--- src/rtl/stretch_clock_gen_pkg.sv ---
package stretch_clock_gen_pkg;
  localparam int CNT_W = 4;

  typedef struct packed {
    logic             load;
    logic [CNT_W-1:0] reloadVal;
    logic             bypassJump;
  } ctrlStrobes_t;
endpackage

--- src/rtl/stretch_ctrl.sv ---
module stretch_ctrl
  import stretch_clock_gen_pkg::*;
(
  input  logic             cntMsb,
  input  logic             selN,
  input  logic [CNT_W-1:0] stretchVal,
  input  logic             bypass,
  output ctrlStrobes_t     strobes
);
  localparam logic [CNT_W-1:0] UNSTRETCHED = '1;

  logic [CNT_W-1:0] selectedVal;

  // The top bit of the reload is always set, so a load always starts a high phase.
  assign selectedVal = {1'b1, stretchVal[CNT_W-2:0]};

  always_comb begin
    strobes.load       = !cntMsb;
    strobes.reloadVal  = (bypass || selN) ? UNSTRETCHED : selectedVal;
    strobes.bypassJump = bypass && cntMsb;
  end
endmodule

--- src/rtl/stretch_datapath.sv ---
module stretch_datapath
  import stretch_clock_gen_pkg::*;
(
  input  logic             refClk,
  input  logic             rstN,
  input  ctrlStrobes_t     strobes,
  output logic [CNT_W-1:0] count,
  output logic             timerClk
);
  always_ff @(posedge refClk) begin
    if (!rstN) begin
      count    <= '1;
      timerClk <= 1'b1;
    end else if (strobes.load) begin
      count    <= strobes.reloadVal;
      timerClk <= 1'b1;
    end else if (strobes.bypassJump) begin
      count    <= '0;
      timerClk <= ~timerClk;
    end else begin
      count    <= count + 1'b1;
      timerClk <= ~timerClk;
    end
  end
endmodule

--- src/rtl/stretch_clock_gen.sv ---
module stretch_clock_gen
  import stretch_clock_gen_pkg::*;
#(
  parameter int TAP_BIT = CNT_W - 1
) (
  input  logic             refClk,
  input  logic             rstN,
  input  logic             selN,
  input  logic [CNT_W-1:0] stretchVal,
  input  logic             bypass,
  output logic             cpuClk,
  output logic             timerClk
);
  ctrlStrobes_t     strobes;
  logic [CNT_W-1:0] cntQ;

  stretch_ctrl u_ctrl (
    .cntMsb    (cntQ[CNT_W-1]),
    .selN      (selN),
    .stretchVal(stretchVal),
    .bypass    (bypass),
    .strobes   (strobes)
  );

  stretch_datapath u_dp (
    .refClk  (refClk),
    .rstN    (rstN),
    .strobes (strobes),
    .count   (cntQ),
    .timerClk(timerClk)
  );

  generate
    if (TAP_BIT >= 0 && TAP_BIT < CNT_W) begin : g_tap
      assign cpuClk = cntQ[TAP_BIT];
    end else begin : g_tapDefault
      assign cpuClk = cntQ[CNT_W-1];
    end
  endgenerate
endmodule

--- config.mk ---
export PLATFORM = sky130hd
export DESIGN_NAME = stretch_clock_gen
export DESIGN_NICKNAME = d
export VERILOG_FILES = /design/src/rtl/stretch_clock_gen_pkg.sv /design/src/rtl/stretch_ctrl.sv /design/src/rtl/stretch_datapath.sv /design/src/rtl/stretch_clock_gen.sv
export SDC_FILE = /design/constraint.sdc
export NUM_CORES = 1
export LEC_CHECK = 0
export BUFFER_PORTS_ARGS = -buffer_cell sky130_fd_sc_hd__clkbuf_2
export CAP_MARGIN = 30
export CORE_AREA = 2 2 39 41
export CTS_CLUSTER_DIAMETER = 150
export CTS_CLUSTER_SIZE = 20
export DETAILED_ROUTE_END_ITERATION = 10
export DIE_AREA = 0 0 41 43
export PLACE_DENSITY_LB_ADDON = 0.25
export REMOVE_ABC_BUFFERS = 1
export SLEW_MARGIN = 20
export SYNTH_ARGS = -nofsm -noshare
export SYNTH_HDL_FRONTEND = slang
export SYNTH_SLANG_ARGS = --single-unit
export TNS_END_PERCENT = 10
--- constraint.sdc ---
create_clock -name refClk -period 1.02 [get_ports refClk]
set_input_delay 0.204 -clock refClk [delete_from_list [all_inputs] [get_ports refClk]]
set_output_delay 0.204 -clock refClk [all_outputs]
set_load 0.02 [all_outputs]
==> flow_summary.ini <==
[critical_path]
cp-end-kind = output port
cp.arrival_ns = 0.80
critPathLaunchType = flop
critPathKind = reg2out
required_ns = 0.82
path_max_fanout = 3
cp_num_cells = 2
path_delay_family = flip-flops
slowest_stage = dfxtp_2
slowest_delay_ns = 0.32
path_buf_inv = 2
cp_cell_sequence = buf_6, buf_8
reg2reg_depth = 3

[logic_synthesis]
synthMuxAreaShare = 0
ys_seq_area_frac = 0.4790
yosysWarnings = 0
ys_ff_latch = 5
synth_top_family_by_area = compound AO/OA/AOI/OAI gates
synthAdderAreaFrac = 0.05988
synth_top_area_frac = 0.4790
synth_compound_area_frac = 0.2036
synthCells = 22
syn-cell-area_um2 = 209.0
synth_largest_area_cell = dfxtp_1
synthSimpleGateAreaFrac = 0.1976
synth.avg_cell_area_um2 = 9.498
synth_area_leaders = dfxtp_1 (48%), nand3_1 (7.2%), ha_1 (6.0%), a21boi_2 (5.4%), or3_4 (5.4%)
synthXorXnorAreaFrac = 0.04192
synthDistinctLibCells = 13

[flow_run]
drv_cap = 0

[final_layout]
multi_input_area_um2 = 107.6
nNetsFinal = 46
regArea_um2 = 102.6
diodes = 0
drive_above_1_share = 0.5278
finalNonFillerCells = 52
area_delta_synth_final_pct = 57.49
fillers = 154

[floorplan]
start_util = 0.1510
io_pins = 10
die_w_um = 41
die-area_mm2 = 0.001763
coreArea_mm2 = 0.001384
die_h_um = 43
row_count = 14

[routing]
routedWlPerCell_um = 8.615
drt_pass1_iterations = 2
drt_iter0_markers = 4
drcViolationCount = 0
finalWirelength_um = 448
ant_nets = 0
viasPerCell = 3.885
dr_total_vias = 202

[sta]
max_slew_margin = 0.8689
fin_crit_sh = 0.9875
worst_slew_pin_slew_ns = 0.1946
hold-worst-slack_ns = 0.1644
fin_worst_skew_ns = 0.002382
fmax_mhz = 992.8
min_period_ns = 1.007
setup-violations-final = 0
finalMaxSlewViolations = 0
hold_viol = 0
rsz0062_at_grt = true

[power_and_ir_drop]
vdd_drop_max_mv = 0.4571
power_density_mw_per_mm2 = 1826
leakage_nw = 0.1494

[placement]
globalplace.congestion = 0.7594
port_buffers = 8
dp_cells = 47

[global_route]
antenna_found_initial = 0
grt_usage = 0.07243
grt_pass1_vias = 206
overflow = 0
grt_max_degree = 6
grt_pass1_wl_um = 765

[min_path]
worstHoldPathType = in2reg
holdPathStages = 3

[clocking]
clock_latency_ns = 0.25
cts_buffer_depth = 2
numCtsBuffers = 3
clock_sinks = 5
cts_tree = yes
root_buffer = clkbuf_4
clk_pin_slew_ns = 0.05
cts_max_level = 1

[outcome]
status = finished, final reports clean
-- cells by family (layout without fill, tap and decap cells) --
| family | after synthesis | after routing |
|---|---|---|
| AOI/OAI and AO/OA | 6 | 6 |
| DFF | 5 | 5 |
| adders and majority gates | 1 | 1 |
| and+or+nand+nor | 8 | 8 |
| buffers and inverters | 1 | 15 |
| xor gates and xnor gates | 1 | 1 |
-- worst reg2reg max path: stages, from the launching register on --
cell and delay, ns:
dfxtp_2 0.32, or3_4 0.38, nor2_1 0.10, o21ai_1 0.07
-- cell usage in the layout, fill, tap and decap left out --
cell type,count
ha_2,1
o21ai_1,2
clkbuf_4,3
o21ai_2,1
dfxtp_2,2
nand3_1,3
a21boi_2,1
buf_4,1
clkbuf_1,1
xor2_1,1
nand2_1,2
buf_6,1
or3_4,1
dfxtp_1,3
inv_1,1
a21boi_0,1
clkbuf_2,7
buf_8,1
o21ai_0,1
nor2_1,2
-- where the power goes --
part	internal (mW)	total [mW]	switching [mW]
clock network	0.148	0.239	0.0901
logic	0.0679	0.124	0.0557
registers	0.222	0.239	0.0164
-- layout make-up --
cell class	instances	share of cell area
clock buffer	4	0.07985
multi-input combinational	16	0.3270
tap	16	0.06084
timing repair buffer	10	0.2091
inverter	1	0.01141
sequential	5	0.3118
-- cells in the mapped netlist, drive strengths merged --
master,n
xor2,1
a21boi,2
o21ai,4
nand3,3
nor2,2
dfxtp,5
inv,1
nand2,2
ha,1
or3,1
-- state kept, by name, indices dropped and copies added, names as in the netlist --
register,cells
u_dp.count,4
u_dp.timerClk,1
-- layer usage --
| metal | track usage | vias up | wire (um) |
|---|---|---|---|
| li1 | - | 104 | - |
| met1 | 0.07443 | 87 | 182 |
| met2 | 0.08750 | 8 | 215 |
| met3 | 0.03141 | 3 | 25 |
| met4 | 0.1000 | 0 | 24 |
| met5 | 0 | - | 0 |
-- stage by stage --
| stage | cell area, um2 | setup TNS [ns] | setup slack, ns | util | total power [mW] |
|---|---|---|---|---|---|
| 3_5_place_dp | 276.5 | 0 | 0.02256 | 0.1998 | 0.3465 |
| 6_report | 329.1 | 0 | 0.01270 | 0.2378 | 0.6007 |
| 2_1_floorplan | 209.0 | -0.1095 | -0.03816 | - | 0.3042 |
| 3_3_place_gp | 276.5 | 0 | 0.02732 | 0.1998 | 0.3457 |
| 5_1_grt | 329.1 | -0.03663 | -0.01732 | 0.2378 | 0.6447 |
| 4_1_cts | 324.1 | -0.01348 | -0.01348 | 0.2342 | 0.6080 |
-- timing repair --
item / in CTS / in global routing
hold buffers: 0 / 0
pin swaps: 0 / 1
buffers inserted: 1 / 0
resized for setup: 4 / 3
setup endpoints to repair: 1 / 3
-- worst paths after layout --
path                               startpoint             to  slack [ns]
worst min-delay path            stretchVal[0]  u_dp.count[0]        0.16
worst min register to register  u_dp.timerClk  u_dp.timerClk        0.40
worst max register to register  u_dp.count[3]  u_dp.count[1]        0.04
worst max-delay path            u_dp.count[3]         cpuClk        0.01
No activity file was read; power rests on OpenSTA's default activity.
